[src/rtl/sdram_wr_pkg.sv]
package sdram_wr_pkg;

  // {cs_n, ras_n, cas_n, we_n}
  localparam logic [3:0] CMD_NOP   = 4'b0111;
  localparam logic [3:0] CMD_ACT   = 4'b0011;
  localparam logic [3:0] CMD_WRITE = 4'b0100;
  localparam logic [3:0] CMD_PRE   = 4'b0010;

  typedef enum logic [1:0] {
    PH_IDLE    = 2'd0,
    PH_OPEN    = 2'd1,
    PH_WRITTEN = 2'd2,
    PH_RECOVER = 2'd3
  } phase_e;

  typedef struct packed {
    logic actStb;
    logic wrStb;
    logic preStb;
  } seq_strb_t;

  function automatic int unsigned psToCycles(int unsigned ps, int unsigned clkPs);
    int unsigned n;
    n = (ps + clkPs - 1) / clkPs;
    return (n == 0) ? 1 : n;
  endfunction

  function automatic int unsigned maxOf(int unsigned a, int unsigned b);
    return (a > b) ? a : b;
  endfunction

endpackage

[src/rtl/sdram_wr_ctrl.sv]
module sdram_wr_ctrl
  import sdram_wr_pkg::*;
#(
  parameter int unsigned RCD_CYC = 2,
  parameter int unsigned PRE_AT  = 5,
  parameter int unsigned NEXT_AT = 8
) (
  input  logic      clk,
  input  logic      rstN,
  input  logic      reqValid,
  output logic      reqReady,
  output seq_strb_t strb
);

  localparam int TW = $clog2(NEXT_AT + 1) + 1;
  localparam logic [TW-1:0] WR_LAST   = TW'(RCD_CYC - 1);
  localparam logic [TW-1:0] PRE_LAST  = TW'(PRE_AT - 1);
  localparam logic [TW-1:0] NEXT_LAST = TW'(NEXT_AT - 1);

  phase_e        phase;
  logic [TW-1:0] tick;
  logic          accept;

  always_comb begin
    reqReady = (phase == PH_IDLE) ||
               ((phase == PH_RECOVER) && (tick >= NEXT_LAST));
    accept      = reqValid && reqReady;
    strb.actStb = accept;
    strb.wrStb  = (phase == PH_OPEN)    && (tick == WR_LAST);
    strb.preStb = (phase == PH_WRITTEN) && (tick == PRE_LAST);
  end

  always_ff @(posedge clk) begin
    if (!rstN) begin
      phase <= PH_IDLE;
      tick  <= '0;
    end else if (accept) begin
      phase <= PH_OPEN;
      tick  <= '0;
    end else begin
      case (phase)
        PH_OPEN: begin
          tick <= tick + 1'b1;
          if (strb.wrStb) phase <= PH_WRITTEN;
        end
        PH_WRITTEN: begin
          tick <= tick + 1'b1;
          if (strb.preStb) phase <= PH_RECOVER;
        end
        PH_RECOVER: begin
          if (tick >= NEXT_LAST) phase <= PH_IDLE;
          else                   tick  <= tick + 1'b1;
        end
        default: tick <= '0;
      endcase
    end
  end


  busy_after_accept_chk: assert property (@(posedge clk) disable iff (!rstN)
    (reqValid && reqReady) |=> !reqReady);


  single_cmd_chk: assert property (@(posedge clk) disable iff (!rstN)
    $onehot0({strb.actStb, strb.wrStb, strb.preStb}));


  pre_follows_write_chk: assert property (@(posedge clk) disable iff (!rstN)
    strb.wrStb |=> (phase == PH_WRITTEN) && !reqReady);

endmodule

[src/rtl/sdram_wr_dpath.sv]
module sdram_wr_dpath
  import sdram_wr_pkg::*;
#(
  parameter int BANK_W = 2,
  parameter int ROW_W  = 12,
  parameter int COL_W  = 9,
  parameter int ADDR_W = 12,
  parameter int DQ_W   = 16,
  parameter int DM_W   = 2,
  parameter int AP_BIT = 10
) (
  input  logic              clk,
  input  logic              rstN,
  input  seq_strb_t         strb,
  input  logic [BANK_W-1:0] reqBank,
  input  logic [ROW_W-1:0]  reqRow,
  input  logic [COL_W-1:0]  reqCol,
  input  logic [DQ_W-1:0]   reqData,
  input  logic [DM_W-1:0]   reqMask,
  output logic [3:0]        cmdQ,
  output logic [BANK_W-1:0] baQ,
  output logic [ADDR_W-1:0] addrQ,
  output logic [DQ_W-1:0]   dqQ,
  output logic              dqOeQ,
  output logic [DM_W-1:0]   dqmQ,
  output logic              doneQ
);

  logic [BANK_W-1:0] bankL;
  logic [COL_W-1:0]  colL;
  logic [DQ_W-1:0]   dataL;
  logic [DM_W-1:0]   maskL;
  logic [ADDR_W-1:0] rowAddr;
  logic [ADDR_W-1:0] colAddr;
  logic [ADDR_W-1:0] preAddr;

  generate
    if (ROW_W < ADDR_W) begin : g_rowPad
      assign rowAddr = {{(ADDR_W-ROW_W){1'b0}}, reqRow};
    end else begin : g_rowFull
      assign rowAddr = reqRow[ADDR_W-1:0];
    end
  endgenerate

  always_comb begin
    colAddr              = '0;
    colAddr[COL_W-1:0]   = colL;
    colAddr[AP_BIT]      = 1'b0;
    preAddr              = '0;
    preAddr[AP_BIT]      = 1'b0;
  end

  always_ff @(posedge clk) begin
    if (!rstN) begin
      bankL <= '0;
      colL  <= '0;
      dataL <= '0;
      maskL <= '0;
    end else if (strb.actStb) begin
      bankL <= reqBank;
      colL  <= reqCol;
      dataL <= reqData;
      maskL <= reqMask;
    end
  end

  always_ff @(posedge clk) begin
    if (!rstN) begin
      cmdQ  <= CMD_NOP;
      baQ   <= '0;
      addrQ <= '0;
      dqQ   <= '0;
      dqOeQ <= 1'b0;
      dqmQ  <= '1;
      doneQ <= 1'b0;
    end else begin
      cmdQ  <= CMD_NOP;
      baQ   <= '0;
      addrQ <= '0;
      dqQ   <= '0;
      dqOeQ <= 1'b0;
      dqmQ  <= '1;
      doneQ <= 1'b0;
      if (strb.actStb) begin
        cmdQ  <= CMD_ACT;
        baQ   <= reqBank;
        addrQ <= rowAddr;
      end else if (strb.wrStb) begin
        cmdQ  <= CMD_WRITE;
        baQ   <= bankL;
        addrQ <= colAddr;
        dqQ   <= dataL;
        dqOeQ <= 1'b1;
        dqmQ  <= maskL;
      end else if (strb.preStb) begin
        cmdQ  <= CMD_PRE;
        baQ   <= bankL;
        addrQ <= preAddr;
        doneQ <= 1'b1;
      end
    end
  end


  act_bank_row_chk: assert property (@(posedge clk) disable iff (!rstN)
    strb.actStb |=> (baQ == $past(reqBank)) && (addrQ == $past(rowAddr)));


  write_data_chk: assert property (@(posedge clk) disable iff (!rstN)
    strb.wrStb |=> dqOeQ && (dqmQ == $past(maskL)) && (dqQ == $past(dataL)));


  done_with_pre_chk: assert property (@(posedge clk) disable iff (!rstN)
    strb.preStb |=> doneQ && !addrQ[AP_BIT]);


  mask_idle_chk: assert property (@(posedge clk) disable iff (!rstN)
    !dqOeQ |-> (dqmQ == {DM_W{1'b1}}));

endmodule

[src/rtl/sdram_wr_seq.sv]
module sdram_wr_seq
  import sdram_wr_pkg::*;
#(
  parameter int BANK_W = 2,
  parameter int ROW_W  = 12,
  parameter int COL_W  = 9,
  parameter int ADDR_W = 12,
  parameter int DQ_W   = 16,
  parameter int DM_W   = 2,
  parameter int unsigned CLK_PS   = 7500,
  parameter int unsigned T_RCD_PS = 15000,
  parameter int unsigned T_WR_PS  = 15000,
  parameter int unsigned T_RAS_PS = 37000,
  parameter int unsigned T_RP_PS  = 15000,
  parameter int unsigned T_RC_PS  = 60000
) (
  input  logic              clk,
  input  logic              rstN,
  input  logic              reqValid,
  output logic              reqReady,
  input  logic [BANK_W-1:0] reqBank,
  input  logic [ROW_W-1:0]  reqRow,
  input  logic [COL_W-1:0]  reqCol,
  input  logic [DQ_W-1:0]   reqData,
  input  logic [DM_W-1:0]   reqMask,
  output logic              done,
  output logic              sdCke,
  output logic              sdCsN,
  output logic              sdRasN,
  output logic              sdCasN,
  output logic              sdWeN,
  output logic [BANK_W-1:0] sdBa,
  output logic [ADDR_W-1:0] sdAddr,
  output logic [DQ_W-1:0]   sdDq,
  output logic              sdDqOe,
  output logic [DM_W-1:0]   sdDqm
);

  localparam int unsigned RCD_CYC = psToCycles(T_RCD_PS, CLK_PS);
  localparam int unsigned WR_CYC  = psToCycles(T_WR_PS,  CLK_PS);
  localparam int unsigned RAS_CYC = psToCycles(T_RAS_PS, CLK_PS);
  localparam int unsigned RP_CYC  = psToCycles(T_RP_PS,  CLK_PS);
  localparam int unsigned RC_CYC  = psToCycles(T_RC_PS,  CLK_PS);
  localparam int unsigned PRE_AT  = maxOf(RAS_CYC, RCD_CYC + WR_CYC);
  localparam int unsigned NEXT_AT = maxOf(PRE_AT + RP_CYC, RC_CYC);

  seq_strb_t  strb;
  logic [3:0] cmdQ;

  sdram_wr_ctrl #(
    .RCD_CYC (RCD_CYC),
    .PRE_AT  (PRE_AT),
    .NEXT_AT (NEXT_AT)
  ) u_ctrl (
    .clk      (clk),
    .rstN     (rstN),
    .reqValid (reqValid),
    .reqReady (reqReady),
    .strb     (strb)
  );

  sdram_wr_dpath #(
    .BANK_W (BANK_W),
    .ROW_W  (ROW_W),
    .COL_W  (COL_W),
    .ADDR_W (ADDR_W),
    .DQ_W   (DQ_W),
    .DM_W   (DM_W),
    .AP_BIT (10)
  ) u_dpath (
    .clk     (clk),
    .rstN    (rstN),
    .strb    (strb),
    .reqBank (reqBank),
    .reqRow  (reqRow),
    .reqCol  (reqCol),
    .reqData (reqData),
    .reqMask (reqMask),
    .cmdQ    (cmdQ),
    .baQ     (sdBa),
    .addrQ   (sdAddr),
    .dqQ     (sdDq),
    .dqOeQ   (sdDqOe),
    .dqmQ    (sdDqm),
    .doneQ   (done)
  );

  assign sdCke = 1'b1;
  assign {sdCsN, sdRasN, sdCasN, sdWeN} = cmdQ;

endmodule

[config.mk]
export PLATFORM = sky130hd
export DESIGN_NAME = sdram_wr_seq
export DESIGN_NICKNAME = d
export VERILOG_FILES = /design/src/rtl/sdram_wr_pkg.sv /design/src/rtl/sdram_wr_ctrl.sv /design/src/rtl/sdram_wr_dpath.sv /design/src/rtl/sdram_wr_seq.sv
export SDC_FILE = /design/constraint.sdc
export NUM_CORES = 1
export LEC_CHECK = 0
export CORE_ASPECT_RATIO = 1.2
export CORE_MARGIN = 2
export CORE_UTILIZATION = 43
export CTS_CLUSTER_SIZE = 12
export DETAILED_ROUTE_END_ITERATION = 8
export PLACE_DENSITY = 0.74
export SLEW_MARGIN = 20
export SYNTH_ARGS = -nofsm -noshare
export SYNTH_HDL_FRONTEND = slang
export SYNTH_SLANG_ARGS = --single-unit
[constraint.sdc]
create_clock -name clk -period 3 [get_ports clk]
set_input_delay 0.6 -clock clk [delete_from_list [all_inputs] [get_ports clk]]
set_output_delay 0.6 -clock clk [all_outputs]
set_load 0.01 [all_outputs]
==> metrics list, run 1 <==
* Final net count: 392
- Total CTS buffers: 9
- Floorplan core area: 6450 um^2
- The clock tree synthesis step divided the H-tree into 3 levels.
* Pre-CTS worst setup slack: 0.604 ns
- Fraction of layout instances using a drive strength above 1: 0.0867
- After detailed routing, the total wire length is 5.96 mm.
- The synthesized design contains 73 register bits.
- Capturing element type of the critical path: output port
* First-pass GRT wire length: 9.65 mm
- In this run the power density over the cells is 679 nW/um^2.
* Clock tree skew after final layout: 0.00634 ns
- Avg Inst Size Synth: 10.9 um^2
* Worst voltage drop across the vdd grid: 411 uV
- Summed negative setup slack over all endpoints: 0 ns
- Net count after synthesis: 312
- Initial core utilization: 0.443
* Clock slew at the register clock pins of the worst setup and hold paths: 0.07 ns
- Post-CTS Setup Inserts: 0
* Synthesized-area fraction occupied by ao, oa, aoi and oai cells: 0.118
* Endpoints failing hold: 0
- Initial DRC count: 66
* Area enclosed by the die boundary: 7310 um^2
* Portion of the clock cycle consumed by the worst path in the final layout: 0.950
- In the layout the commonest cells are sky130_fd_sc_hd__clkdlybuf4s50_1 (81), sky130_fd_sc_hd__dfxtp_1 (73), sky130_fd_sc_hd__mux2i_1 (27), sky130_fd_sc_hd__nor2b_1 (27), sky130_fd_sc_hd__and2_1 (18).
- For met1 alone, demand over resource in global routing was 0.218.
* Destination of the worst hold path: u_dpath.dqQ[0]$_SDFF_PP0_
* Pre-Repair DR Iteration Count: 4
- Sequential share of the synthesized area: 0.512
* GRT Residual Overflow: 0
- Number of enable flip-flop cells after synthesis: 0
* Max Buffers Root-to-Sink: 2
* Number of failing setup endpoints in the final timing report: 0
- Crit start category: register
* Antenna diode count: 0
* Gp weighted congestion: 0.965
- The initialized floorplan defines 32 standard-cell rows.
- The number of hold buffers added after CTS was 0.
- TritonCTS built the clock tree.
* Routed vias/inst: 4.89
- Count of cells along the worst register-to-register path: 5
- The number of pins with negative max-slew slack in the final report came to 0.
- Static timing analysis puts the maximum clock frequency at 351 MHz.
* Dominant register cell in the synthesized netlist: sky130_fd_sc_hd__dfxtp_1
- In this run the most critical hold path is launched from u_dpath.dataL[0]$_SDFFE_PN0P_.
* Xor/xnor cell area share of the yosys netlist: 0
* Async SR Flop Fraction: 0
- Compared with the post-synthesis result, the final layout area differs by 35.1%.
- Simple-gate portion of the synthesized area: 0.181
- Hold path cells: 1
* Largest net degree at the start of global routing: 28
- Commonest non-fill, non-tap cell in the layout: sky130_fd_sc_hd__clkdlybuf4s50_1
- Vias in the first global route: 1955
- Of the post-synthesis cell area, the part taken by muxes is 0.0986.
- Overall die height: 93.3 um
- Vias post-DR: 2106
- Data on the critical path is required at its endpoint by 2.40 ns.
- The min-delay analysis places its worst path in the category reg -> reg.
* Post-Synthesis Cell Area: 2860 um^2
- For met3 alone, demand over resource in global routing was 0.0444.
- Horiz. Die Dim: 78.4 um
* Remaining DRCs: 0
- In this run the critical register-to-register path is captured at u_dpath.addrQ[3]$_SDFF_PN0_.
* HPWL after detailed placement: 4.10 mm
- Port buffering added 81 buffers.
* Routing layer with the top usage in global route: met2
* Yosys synthesis warning count: 0
- CTS placed an instance of sky130_fd_sc_hd__clkbuf_8 at the clock tree root.
- In this run the worst path has a maximum fanout of 10.
- Synth cell types: 43
- Max-slew headroom at the worst pin: 0.611
- Number of cells upsized or downsized after cts: 0
- Synthesis handed over a netlist of 261 instances.
- Clock sink count: 73
- Synth Area in Adders: 0.0307
- Min cycle time layout: 2.85 ns
- # IOs: 84
* Overall track demand over capacity in global routing: 0.173
- The number of antenna violations at the first check in global routing came to 0.
- For this design the static power due to leakage is 0.00146 uW.
- At the end of the flow the core is filled with cells to 0.599.
- Average detailed-routed wire length per instance: 13.8 um
- The critical path in this run is classified as reg -> out.
- The detail route stage leaves a number of antenna-violating nets equal to 0.
- In the global route stage, met2 resource usage came out at 0.274.
- R2r startpoint: u_ctrl.phase[0]$_SDFFE_PN0P_
- Setup repair after global routing missed its margin: no
- After layout, the worst setup slack is 0.151 ns.
- Combinational family with the most area after synthesis: simple AND/OR/NAND/NOR gates
* Transition time at the pin with the least slew margin: 0.583 ns
* Critical path arrival: 2.25 ns
- The run finished with clean final reports.
* Max-cap violation count: 0
- Register-to-register setup slack: 0.92 ns
- Clock insertion delay at the later pin of the skew report: 0.34 ns
[layout make-up]
type,count,area [um^2]
Clock buffer,11,141
Clock inverter,5,31.3
Fill cell,539,2590
Inverter,10,37.5
Multi-Input combinational cell,161,1230
Sequential cell,73,1460
Tap cell,85,106
Timing Repair Buffer,86,848
[metrics by stage]
step	area, um^2	instances	power, uW	hold slack, ns
final	3860	431	2620	0.451
after global routing	3860	431	2760	0.472
after CTS	3860	431	2640	0.455
after detailed placement	3690	415	1960	0.433
after global placement	3690	415	1930	0.432
after floorplan	2860	261	1740	0.415
[cell families after synthesis]
family          count (synthesis)
compound gates                 41
buf+inv                        27
mux                            28
other cells                     2
fa+ha+maj                       7
flops                          73
simple gates                   83
[cells in the mapped netlist (2+ instances only)]
| master | n | area, um^2 |
|---|---|---|
| sky130_fd_sc_hd__o221a_1 | 2 | 22.5 |
| sky130_fd_sc_hd__and2_1 | 18 | 113 |
| sky130_fd_sc_hd__nor2b_1 | 27 | 169 |
| sky130_fd_sc_hd__mux2i_1 | 27 | 270 |
| sky130_fd_sc_hd__ha_1 | 7 | 87.6 |
| sky130_fd_sc_hd__o211ai_1 | 4 | 30.0 |
| sky130_fd_sc_hd__nand4_1 | 4 | 25.0 |
| sky130_fd_sc_hd__buf_4 | 6 | 45.0 |
| sky130_fd_sc_hd__a22o_1 | 9 | 78.8 |
| sky130_fd_sc_hd__nor2_1 | 5 | 18.8 |
| sky130_fd_sc_hd__clkbuf_1 | 4 | 15.0 |
| sky130_fd_sc_hd__and3_1 | 4 | 25.0 |
| sky130_fd_sc_hd__o21a_1 | 4 | 30.0 |
| sky130_fd_sc_hd__inv_1 | 9 | 33.8 |
| sky130_fd_sc_hd__o211ai_4 | 2 | 42.5 |
| sky130_fd_sc_hd__nand2b_1 | 3 | 18.8 |
| sky130_fd_sc_hd__buf_6 | 3 | 33.8 |
| sky130_fd_sc_hd__nand2_1 | 8 | 30.0 |
| sky130_fd_sc_hd__o21ai_1 | 2 | 10.0 |
| sky130_fd_sc_hd__conb_1 | 2 | 7.51 |
| sky130_fd_sc_hd__or3_1 | 2 | 12.5 |
| sky130_fd_sc_hd__buf_2 | 3 | 15.0 |
| sky130_fd_sc_hd__a21oi_1 | 7 | 35.0 |
| sky130_fd_sc_hd__o21ai_0 | 4 | 20.0 |
| sky130_fd_sc_hd__dfxtp_1 | 73 | 1460 |
| sky130_fd_sc_hd__a31oi_1 | 2 | 12.5 |
| sky130_fd_sc_hd__nor3_1 | 4 | 20.0 |
[per-layer routing]
metal | up-vias | share of wire
li1 | 1046 | -
met1 | 972 | 0.45
met2 | 78 | 0.47
met3 | 10 | 0.066
met4 | 0 | 0.016
met5 | - | 0
[how the worst max path moves through the flow]
stage	slack (ns)	depth (start not counted)	start	end
3_5_place_dp	0.60	4	u_ctrl.phase[0]$_SDFFE_PN0P_	reqReady
2_1_floorplan	1.28	7	u_ctrl.tick[0]$_SDFFE_PP0N_	u_dpath.bankL[0]$_SDFFE_PN0P_
4_1_cts	0.20	4	u_ctrl.phase[0]$_SDFFE_PN0P_	reqReady
5_1_grt	0.08	4	u_ctrl.phase[0]$_SDFFE_PN0P_	reqReady
6_report	0.15	4	u_ctrl.phase[0]$_SDFFE_PN0P_	reqReady
3_3_place_gp	0.66	5	reqValid	u_dpath.addrQ[1]$_SDFF_PN0_
[critical path, cell delays in order (launching register included)]
cell and delay (ns):
sky130_fd_sc_hd__dfxtp_1 0.43, sky130_fd_sc_hd__ha_1 0.45, sky130_fd_sc_hd__nand2_1 0.18, sky130_fd_sc_hd__o211ai_1 0.27, sky130_fd_sc_hd__clkdlybuf4s50_1 0.58
[state kept, by name, summed over array words and instances (netlist names), 3 cells and up]
signal,flops
u_dpath.dataL,16
u_dpath.dqQ,16
u_dpath.addrQ,12
u_dpath.colL,9
u_ctrl.tick,5
u_dpath.cmdQ,3
[power breakdown]
part	switching (uW)	total, uW	internal, uW
sequential	61.8	1140	1080
combinational	396	804	408
clock	354	674	320
total	812	2620	1810
Power figures use the tool's default switching activity.
==> run 2: changes to the inputs <==
- SLEW_MARGIN: 20 -> default
==> results of run 2 <==
Final layout, timing and power as in run 1 (identical DEF).
==> run 3: changes to the inputs <==
- PLACE_DENSITY: 0.74 -> default
- PLACE_DENSITY_LB_ADDON: default -> 0.3
==> run 3 against run 2 <==
  * Clock skew up 0.0012 ns
  * Final cell count did not move
  * Final area increased by 1.8%
  * Clock power rose by 37%
  * Flip-flop and latch count stayed put
  * Combinational power decreased by 0.9%
  * Global-route usage down 0.31 points
  * Total power is 9.1% higher
  * Worst setup slack better by 0.12 ns
  * Via count down 1.9%
==> metrics list, run 3 (same netlist as run 1, synthesis figures left out) <==
* Outcome: completed
- Count of cells along the worst register-to-register path: 5
- Maximum fanout along the worst path: 10
- # IOs: 84
- Max-cap violations in this run came to 0.
* H-tree levels: 3
- Average detailed-routed wire length per instance: 13.5 um
* Final worst slack: 0.271 ns
- Clock slew at the register clock pins of the worst setup and hold paths: 0.08 ns
- STA classifies the critical path startpoint as a register.
- Measured against its own limit, the worst slew margin works out to 0.621.
- Across all hold checks on the routed design, the worst slack comes to 0.451 ns.
- Final Routed Wirelength: 5.83 mm
* Origin of the worst min-delay path: u_dpath.dataL[13]$_SDFFE_PN0P_
- Leaving out fill and tap cells, the most frequent cells in the layout are sky130_fd_sc_hd__clkdlybuf4s50_1 (81), sky130_fd_sc_hd__dfxtp_1 (73), sky130_fd_sc_hd__mux2i_1 (27), sky130_fd_sc_hd__nor2b_1 (27), sky130_fd_sc_hd__and2_1 (18).
* Number of failing setup endpoints in the final timing report: 0
- Transition time at the pin with the least slew margin: 0.569 ns
* Register-to-register setup slack: 0.92 ns
- Leading registers by flop count: u_dpath.dataL x16, u_dpath.dqQ x16, u_dpath.addrQ x12
- Across the routed clock network, the largest skew measured is 0.00756 ns.
- The routed layout has 2065 vias.
- Slowest stage cell, crit path: sky130_fd_sc_hd__clkdlybuf4s50_1
- Delay of the slowest cell on the worst path: 0.57 ns
* Destination of the worst hold path: u_dpath.dqQ[13]$_SDFF_PP0_
- # hold bufs at CTS: 0
- The pre-antenna-repair detailed-routing pass consisted of 4 iterations.
- Data required, critical path: 2.40 ns
- In this run the post-CTS setup repair buffer count came out at 0.
- The design draws 2860 uW.
- The via count of the first global-routing pass came to 2027.
* Remaining DRCs: 0
- Number of buffers added on ports: 81
- Dividing the detail-routed via count by the number of cells gives 4.79.
* Critical path cell sequence: ha_1 > nand2_1 > o211ai_1 > clkdlybuf4s50_1
- STA classifies the critical path endpoint as an output port.
* Largest net degree at the start of global routing: 38
* Critical path origin: u_ctrl.phase[0]$_SDFFE_PN0P_
- Number of antenna violations at the first check in global routing: 0
- The die is 93.3 um tall.
* Detail Route Antenna Nets: 0
* First-pass GRT wire length: 9.58 mm
* Hold path cells: 1
- The tree is rooted in a sky130_fd_sc_hd__clkbuf_8.
* P per Cell Area: 728 nW/um^2
* Gp weighted congestion: 0.898
* Clock sink count: 73
* Site row count: 32
- CP Class: reg -> out
- The floorplan step defined a die boundary enclosing 7310 um^2.
* Pre-CTS worst setup slack: 0.605 ns
* Initial DRC count: 98
- The startpoint identified for the worst register-to-register timing path is u_ctrl.tick[0]$_SDFFE_PP0N_.
- Class of the tightest hold or removal check: reg -> reg
* Initial core utilization: 0.443
- After filler insertion, the fill cell instance count of the layout stands at 540.
* Horiz. Die Dim: 78.4 um
- Overall track demand over capacity in global routing: 0.169
- Slew Limit Fails: 0
- Critical path arrival: 2.13 ns
- Number of cells upsized or downsized after cts: 0
- The repair_antennas step left the layout with diodes totalling 0.
* Endpoints failing hold: 0
* Max Buffers Root-to-Sink: 2
- Derived from the worst setup path, the maximum achievable clock frequency is 366 MHz.
* Setup repair after global routing missed its margin: no
- The endpoint identified for the worst register-to-register timing path is u_dpath.addrQ[6]$_SDFF_PN0_.
* Total CTS buffers: 9
- Floorplan core area: 6450 um^2
- Area growth, synth to finish: 37.6%
- Fraction of layout instances using a drive strength above 1: 0.0867
* Leakage power summed over all cells: 0.00149 uW
- Adding up every negative setup slack in the final design gives 0 ns.
- Clock latency on the worst-skew pair, taken at its later pin, is 0.34 ns.
* Commonest non-fill, non-tap cell in the layout: sky130_fd_sc_hd__clkdlybuf4s50_1
* Min cycle time layout: 2.73 ns
- After global routing the overflow that remains totals 0.
* CTS tree: done
- In the finished design, the share of the clock period the worst path needs comes to 0.910.
- HPWL after detailed placement: 4.03 mm
* Worst voltage drop across the vdd grid: 462 uV
- Final net count: 392
## run 3: cell count changes in the layout (fill, tap and decap cells not counted)
cell,change
sky130_fd_sc_hd__bufinv_16,+3
sky130_fd_sc_hd__clkbuf_8,-1
sky130_fd_sc_hd__clkinv_2,-3
sky130_fd_sc_hd__inv_6,+1
## run 3: metrics by stage
stage          utilization  instances  instance area [um^2]
4_1_cts              0.609        431                  3930
6_report             0.609        431                  3930
2_1_floorplan            -        261                  2860
3_5_place_dp         0.572        415                  3690
5_1_grt              0.609        431                  3930
3_3_place_gp         0.572        415                  3690
## run 3: cell type report
class	count	area [um^2]	share of cell area
clock buffers	10	128	0.0325
clock inverters	6	115	0.0293
inverters	10	37.5	0.00955
multi-input cells	161	1230	0.314
flip-flops and latches	73	1460	0.372
well taps	85	106	0.0271
repair buffers	86	848	0.216
## run 3: critical path: cells and delay by family (launching register included)
family                   cells  cell delay, ns
flip-flops                   1            0.39
AND/OR/NAND/NOR              1            0.18
buffers and inverters        1            0.57
AO/OA/AOI/OAI                1            0.24
adder cells (fa/ha/maj)      1            0.42
## run 3: power breakdown
part	total (uW)	switching (uW)	leakage, uW	internal [uW]
combinational	797	384	0.000776	413
sequential	1140	58.3	0.000595	1080
clock	924	367	0.000117	557
## run 3: metal layers
layer / share of wire / wire, um / global-route usage
met1: 0.42 / 2460 / 0.196
met4: 0.028 / 162 / 0.107
met3: 0.052 / 305 / 0.0347
met2: 0.50 / 2910 / 0.285
met5: 0 / 0 / 0
## run 3: worst max-delay path by stage
stage                     cells after the start                             to
after global routing                          4                       reqReady
final                                         4                       reqReady
after global placement                        5    u_dpath.addrQ[1]$_SDFF_PN0_
after CTS                                     4                       reqReady
after detailed placement                      5    u_dpath.addrQ[0]$_SDFF_PN0_
after floorplan                               7  u_dpath.bankL[0]$_SDFFE_PN0P_
